[src/rtl/scfg_pkg.sv]
package scfg_pkg;
    localparam int SR_W    = 21;
    localparam int ADDR_W  = 2;
    localparam int PAY_W   = SR_W - ADDR_W;
    localparam int NREG    = 1 << ADDR_W;
    localparam int DIV_W   = 9;
    localparam int SW1_W   = 5;
    localparam int SW2_W   = 4;
    localparam int FRAC_W  = 5;
    localparam int SEL_W   = 2;

    localparam int FRAC_LSB  = 0;
    localparam int SW_LSB    = FRAC_LSB + FRAC_W;
    localparam int MAIN1_LSB = SW_LSB + SW1_W;
    localparam int MAIN2_LSB = SW_LSB + SW2_W;
    localparam int SEL_LSB   = DIV_W;

    localparam logic [ADDR_W-1:0] ADR_CH1_REF  = 2'd0;
    localparam logic [ADDR_W-1:0] ADR_CH1_MAIN = 2'd1;
    localparam logic [ADDR_W-1:0] ADR_CH2_REF  = 2'd2;
    localparam logic [ADDR_W-1:0] ADR_CH2_MAIN = 2'd3;

    typedef logic [PAY_W-1:0] payload_t;

    typedef enum logic [SEL_W-1:0] {
        PIN_CHAIN   = 2'b00,
        PIN_LOW     = 2'b01,
        PIN_HIGH    = 2'b10,
        PIN_LOW_ALT = 2'b11
    } pin_sel_e;
endpackage

[src/rtl/scfg_sync.sv]
module scfg_sync #(
    parameter int WIDTH  = 3,
    parameter int STAGES = 2
) (
    input  logic             clk,
    input  logic             rst_n,
    input  logic [WIDTH-1:0] din,
    output logic [WIDTH-1:0] dout
);
    typedef struct packed {
        logic [STAGES-1:0][WIDTH-1:0] pipe;
    } sync_state_t;

    sync_state_t st_d, st_q;

    always_comb begin
        st_d = st_q;
        st_d.pipe[0] = din;
        for (int i = 1; i < STAGES; i++) begin
            st_d.pipe[i] = st_q.pipe[i-1];
        end
    end

    always_ff @(posedge clk or negedge rst_n) begin
        if (!rst_n) begin
            st_q <= '0;
        end else begin
            st_q <= st_d;
        end
    end

    assign dout = st_q.pipe[STAGES-1];
endmodule

[src/rtl/scfg_shifter.sv]
module scfg_shifter #(
    parameter int SR_W = 21
) (
    input  logic            clk,
    input  logic            rst_n,
    input  logic            sclk_lvl,
    input  logic            sdata_lvl,
    input  logic            le_lvl,
    output logic [SR_W-1:0] sr_o,
    output logic            load_o,
    output logic            chain_o,
    output logic            sclk_rise_o,
    output logic            sclk_fall_o
);
    typedef struct packed {
        logic [SR_W-1:0] sr;
        logic            chain;
        logic            sclk_prev;
        logic            le_prev;
    } shf_state_t;

    shf_state_t st_d, st_q;
    logic rise, fall, load;

    always_comb begin
        rise = sclk_lvl & ~st_q.sclk_prev;
        fall = ~sclk_lvl & st_q.sclk_prev;
        load = le_lvl & ~st_q.le_prev;

        st_d           = st_q;
        st_d.sclk_prev = sclk_lvl;
        st_d.le_prev   = le_lvl;
        if (rise && !le_lvl) begin
            st_d.sr = {st_q.sr[SR_W-2:0], sdata_lvl};
        end
        if (fall) begin
            st_d.chain = st_q.sr[SR_W-1];
        end
    end

    always_ff @(posedge clk or negedge rst_n) begin
        if (!rst_n) begin
            st_q <= '0;
        end else begin
            st_q <= st_d;
        end
    end

    assign sr_o        = st_q.sr;
    assign load_o      = load;
    assign chain_o     = st_q.chain;
    assign sclk_rise_o = rise;
    assign sclk_fall_o = fall;
endmodule

[src/rtl/scfg_bank.sv]
module scfg_bank #(
    parameter int PAY_W  = 19,
    parameter int ADDR_W = 2,
    localparam int NREG  = 1 << ADDR_W
) (
    input  logic                  clk,
    input  logic                  rst_n,
    input  logic                  load,
    input  logic [ADDR_W-1:0]     addr,
    input  logic [PAY_W-1:0]      payload,
    output logic [NREG*PAY_W-1:0] bank_o
);
    for (genvar g = 0; g < NREG; g++) begin : g_reg
        localparam logic [ADDR_W-1:0] MY_ADR = ADDR_W'(g);

        logic [PAY_W-1:0] word_d, word_q;

        always_comb begin
            word_d = word_q;
            if (load && (addr == MY_ADR)) begin
                word_d = payload;
            end
        end

        always_ff @(posedge clk or negedge rst_n) begin
            if (!rst_n) begin
                word_q <= '0;
            end else begin
                word_q <= word_d;
            end
        end

        assign bank_o[g*PAY_W +: PAY_W] = word_q;
    end
endmodule

[src/rtl/scfg_port.sv]
module scfg_port
    import scfg_pkg::*;
#(
    parameter int SYNC_STAGES = 2
) (
    input  logic              clk,
    input  logic              rst_n,
    input  logic              sclk,
    input  logic              sdata,
    input  logic              le,
    output logic [DIV_W-1:0]  ch1_ref_div,
    output logic [DIV_W-1:0]  ch1_main,
    output logic [SW1_W-1:0]  ch1_swallow,
    output logic [FRAC_W-1:0] ch1_frac,
    output logic [DIV_W-1:0]  ch2_ref_div,
    output logic [DIV_W-1:0]  ch2_main,
    output logic [SW2_W-1:0]  ch2_swallow,
    output logic [FRAC_W-1:0] ch2_frac,
    output logic              mux_out
);
    logic [2:0] raw_in, sync_in;
    logic       sclk_lvl, sdata_lvl, le_lvl;
    logic [SR_W-1:0] sr_word;
    logic       load_stb, chain_bit, sclk_rise, sclk_fall;
    logic [NREG*PAY_W-1:0] bank_flat;
    payload_t   w_ref1, w_main1, w_ref2, w_main2;
    pin_sel_e   pin_sel;
    logic       unused_bits;

    assign raw_in = {le, sdata, sclk};

    scfg_sync #(.WIDTH(3), .STAGES(SYNC_STAGES)) u_sync (
        .clk  (clk),
        .rst_n(rst_n),
        .din  (raw_in),
        .dout (sync_in)
    );

    assign sclk_lvl  = sync_in[0];
    assign sdata_lvl = sync_in[1];
    assign le_lvl    = sync_in[2];

    scfg_shifter #(.SR_W(SR_W)) u_shf (
        .clk        (clk),
        .rst_n      (rst_n),
        .sclk_lvl   (sclk_lvl),
        .sdata_lvl  (sdata_lvl),
        .le_lvl     (le_lvl),
        .sr_o       (sr_word),
        .load_o     (load_stb),
        .chain_o    (chain_bit),
        .sclk_rise_o(sclk_rise),
        .sclk_fall_o(sclk_fall)
    );

    scfg_bank #(.PAY_W(PAY_W), .ADDR_W(ADDR_W)) u_bank (
        .clk    (clk),
        .rst_n  (rst_n),
        .load   (load_stb),
        .addr   (sr_word[ADDR_W-1:0]),
        .payload(sr_word[SR_W-1:ADDR_W]),
        .bank_o (bank_flat)
    );

    assign w_ref1  = bank_flat[int'(ADR_CH1_REF)*PAY_W  +: PAY_W];
    assign w_main1 = bank_flat[int'(ADR_CH1_MAIN)*PAY_W +: PAY_W];
    assign w_ref2  = bank_flat[int'(ADR_CH2_REF)*PAY_W  +: PAY_W];
    assign w_main2 = bank_flat[int'(ADR_CH2_MAIN)*PAY_W +: PAY_W];

    assign ch1_ref_div = w_ref1[0 +: DIV_W];
    assign ch1_main    = w_main1[MAIN1_LSB +: DIV_W];
    assign ch1_swallow = w_main1[SW_LSB +: SW1_W];
    assign ch1_frac    = w_main1[FRAC_LSB +: FRAC_W];
    assign ch2_ref_div = w_ref2[0 +: DIV_W];
    assign ch2_main    = w_main2[MAIN2_LSB +: DIV_W];
    assign ch2_swallow = w_main2[SW_LSB +: SW2_W];
    assign ch2_frac    = w_main2[FRAC_LSB +: FRAC_W];

    assign pin_sel = pin_sel_e'(w_ref1[SEL_LSB +: SEL_W]);

    always_comb begin
        case (pin_sel)
            PIN_CHAIN: mux_out = chain_bit;
            PIN_HIGH:  mux_out = 1'b1;
            default:   mux_out = 1'b0;
        endcase
    end

    assign unused_bits = ^{w_ref1[PAY_W-1:SEL_LSB+SEL_W],
                           w_ref2[PAY_W-1:DIV_W],
                           w_main2[PAY_W-1:MAIN2_LSB+DIV_W]};
endmodule

[config.mk]
export PLATFORM = sky130hd
export DESIGN_NAME = scfg_port
export DESIGN_NICKNAME = d
export VERILOG_FILES = /design/src/rtl/scfg_pkg.sv /design/src/rtl/scfg_sync.sv /design/src/rtl/scfg_shifter.sv /design/src/rtl/scfg_bank.sv /design/src/rtl/scfg_port.sv
export SDC_FILE = /design/constraint.sdc
export NUM_CORES = 1
export LEC_CHECK = 0
export ABC_AREA = 1
export ABC_CLOCK_PERIOD_IN_PS = 2000
export CAP_MARGIN = 40
export CORE_ASPECT_RATIO = 1.1
export CORE_MARGIN = 3
export CORE_UTILIZATION = 43
export DETAILED_ROUTE_END_ITERATION = 10
export DONT_BUFFER_PORTS = 1
export PLACE_DENSITY = 0.64
export SETUP_SLACK_MARGIN = 0.4
export SLEW_MARGIN = 5
export SYNTH_ARGS = -nofsm -noshare
export SYNTH_HDL_FRONTEND = slang
export SYNTH_SLANG_ARGS = --single-unit
[constraint.sdc]
create_clock -name clk -period 2 [get_ports clk]
set_clock_uncertainty 0.2 [all_clocks]
set_input_delay 0.3 -clock clk [delete_from_list [all_inputs] [get_ports clk]]
set_output_delay 0.3 -clock clk [all_outputs]
set_load 0.05 [all_outputs]
==> flow_summary.toml <==
[detailed_routing]
num_vias = 2385
drc = 0
drt-total-wl_um = 7190
vias_per_cell = 4.88
postRouteAntennaNets = 0
drt_iter0_drc = 201
firstDrtPassIters = 4
avgRoutedWirePerCell_um = 14.7

[placement]
dpl.hpwl_um = 4660
gp_congestion = 0.788
dpl-instance-area_mm2 = 0.00344
io_buffers = 0

[setup_path]
critical_path_arrival_ns = 1.06
cp_num_buf_inv = 1
critPathTopFamily = "flip-flops"
cp-end-kind = "primary output"
worstPathCellList = "nor2_1 > nor2_2 > buf_6"
critPathLaunchType = "flop"
cpMaxStageDelayCell = "dfrtp_1"
critical_path_class = "reg -> out"
required_ns = 1.50
slowest_delay_ns = 0.38
worstPathMaxFanout = 2

[final_layout]
drive_above_1_share = 0.101
design_area_mm2 = 0.00372
antenna_cells = 0
syn_to_final_growth_pct = -0.800
final_util = 0.441
fin_nets = 379

[power]
switching_share = 0.354
power_frac_seq = 0.652
combPwrFrac = 0.077
p_clk_frac = 0.271
intPower_mw = 2.49
p_leak_nw = 2.09
power.density_mw_per_mm2 = 1040
power.switching_mw = 1.37
vdd.ir_drop.worst_mv = 0.318
power_mw = 3.86

[global_route]
grt_pass1_vias = 2329
grt_use_met3 = 0.0507
antenna_found_initial = 0
track_usage = 0.159
gr-usage-met2 = 0.243
grt_max_degree = 88
grtUsageMet1 = 0.221
grt_pass1_wl_um = 12400
grt-busiest-layer = "met2"
overflow = 0

[timing]
final.setup.tns_ns = 0
fmaxAchievable_ghz = 0.639
setup_violations = 0
period_needed_ns = 1.56
max_slew.worst_pin.slew_ns = 0.505
fin_crit_sh = 0.782
slew_viol_final = 0
hold_violations = 87
hold_slack_ns = -0.563
rsz0062_at_grt = "yes"
slew_headroom = 0.664

[floorplan]
num_rows = 35
die_x_um = 95.1
initial_core_util = 0.444
io_pins = 61
core_mm2 = 0.00845
design.die.area_mm2 = 0.00989
die_y_um = 104

[hold_path]
hp-class = "in -> async"

[cts]
cts_tree = "done"
cts-root-buf = "clkbuf_8"
clkLatencyLatePin_ns = 0.35
h-tree-depth = 3
clk_pin_slew_ns = 0.08
clk_path_buf_depth = 2
cts_num_sinks = 87
cts_hold_buf = 3
cts_buffers = 9

[logic_synthesis]
async_flop_share = 1.00
synth-simple-area-share = 0.281
synth_top_family_by_area = "simple AND/OR/NAND/NOR gates"
synthAdderAreaFrac = 0
synth_compound_area_frac = 0
synth_common_cells = "nand2_1, dfrtp_1, nand3_1"
synth_mux_area_frac = 0
yosysMostFrequentCell = "nand2_1"
ys_seq_elements = 87
syn_area_mm2 = 0.00375
syn_area_per_cell_um2 = 8.98
ys_seq_area_frac = 0.580
yosys_most_used_dff = "dfrtp_1"
yosys.area.top_type = "dfrtp_1"
yosys_warnings = 0
synth_nets = 423
synth_edf_count = 0
synthTopCellsByArea = "dfrtp_1, nand2_1, buf_4"
synth.distinct_cells = 12
post_synth_inst_count = 418
synth_xor_area_frac = 0
yosys.area.top_type_share = 0.580

[flow_run]
maxCapViolCount = 0

[run_status]
violations = "negative hold slack"
run_status = "complete, but fails checks"
==> timing repair <==
item / 4_1_cts / 5_1_grt
endpoints found under the hold margin: 90 / 87
setup buffers: 1 / 6
setup endpoints to repair: 7 / 53
pin swaps: 2 / 3
resized for setup: 4 / 2
==> cell usage in the layout (no fill, tap or decap), types with 3 or more instances in the layout <==
cell,synthesis,layout
clkinv_2,0,3
nand2_2,3,3
dfrtp_1,87,87
nor2_2,2,3
dlygate4sd3_1,0,3
nand2_1,181,179
nand3_1,61,61
clkbuf_8,0,10
buf_4,57,12
inv_1,6,6
nor2_1,4,3
==> worst paths after layout <==
| kind | startpoint | end | slack, ns | cells after the start |
|---|---|---|---|---|
| min in group clk | u_sync.st_d[3] | u_sync.dout[0] | 0.15 | 0 |
| min | rst_n | u_bank.g_reg[1].word_q[13] | -0.56 | 0 |
| max | u_bank.g_reg[0].word_q[10] | mux_out | 0.44 | 3 |
| max in group asynchronous | rst_n | u_bank.g_reg[2].word_q[2] | 2.03 | 0 |
| min reg2reg | u_sync.st_d[3] | u_sync.dout[0] | 0.15 | 0 |
| max reg2reg | u_shf.sr_o[1] | u_bank.g_reg[2].word_q[0] | 0.50 | 5 |
==> flip-flops by register name, indices dropped and copies added, names as in the netlist <==
register and count:
u_shf.chain_o 1, u_sync.dout 3, u_shf.st_q 2, u_sync.st_d 3, u_bank.g.word_q 57, u_shf.sr_o 21
==> power by group through the flow <==
stage / clock [mW] / sequential [mW] / combinational [mW]
2_1_floorplan: 0 / 2.06 / 0.842
3_3_place_gp: 0 / 2.56 / 0.266
3_5_place_dp: 0 / 2.56 / 0.278
4_1_cts: 1.09 / 2.53 / 0.287
5_1_grt: 1.16 / 2.55 / 0.349
6_report: 1.04 / 2.52 / 0.297
==> layer usage <==
layer	vias up	wire, um
met4	0	25
met2	53	3510
met3	2	460
met1	1162	3190
li1	1168	-
met5	-	0
==> kinds of logic after synthesis <==
group | after synthesis
buf+inv | 78
flops | 87
simple gates | 253
==> stage by stage <==
| stage | setup slack (ns) | std cells |
|---|---|---|
| 4_1_cts | 0.395 | 483 |
| 3_5_place_dp | 0.388 | 464 |
| 2_1_floorplan | 0.481 | 418 |
| 6_report | 0.436 | 489 |
| 5_1_grt | 0.332 | 489 |
| 3_3_place_gp | 0.463 | 464 |
==> final cells by class <==
type | instances | area, um2
tap | 111 | 139
clock inverter | 4 | 22.5
inverter | 6 | 22.5
multi-input combinational | 253 | 1070
clock buffer | 11 | 141
timing repair buffer | 17 | 151
fill | 803 | 4730
sequential | 87 | 2180
No activity file was read; power rests on OpenSTA's default activity.
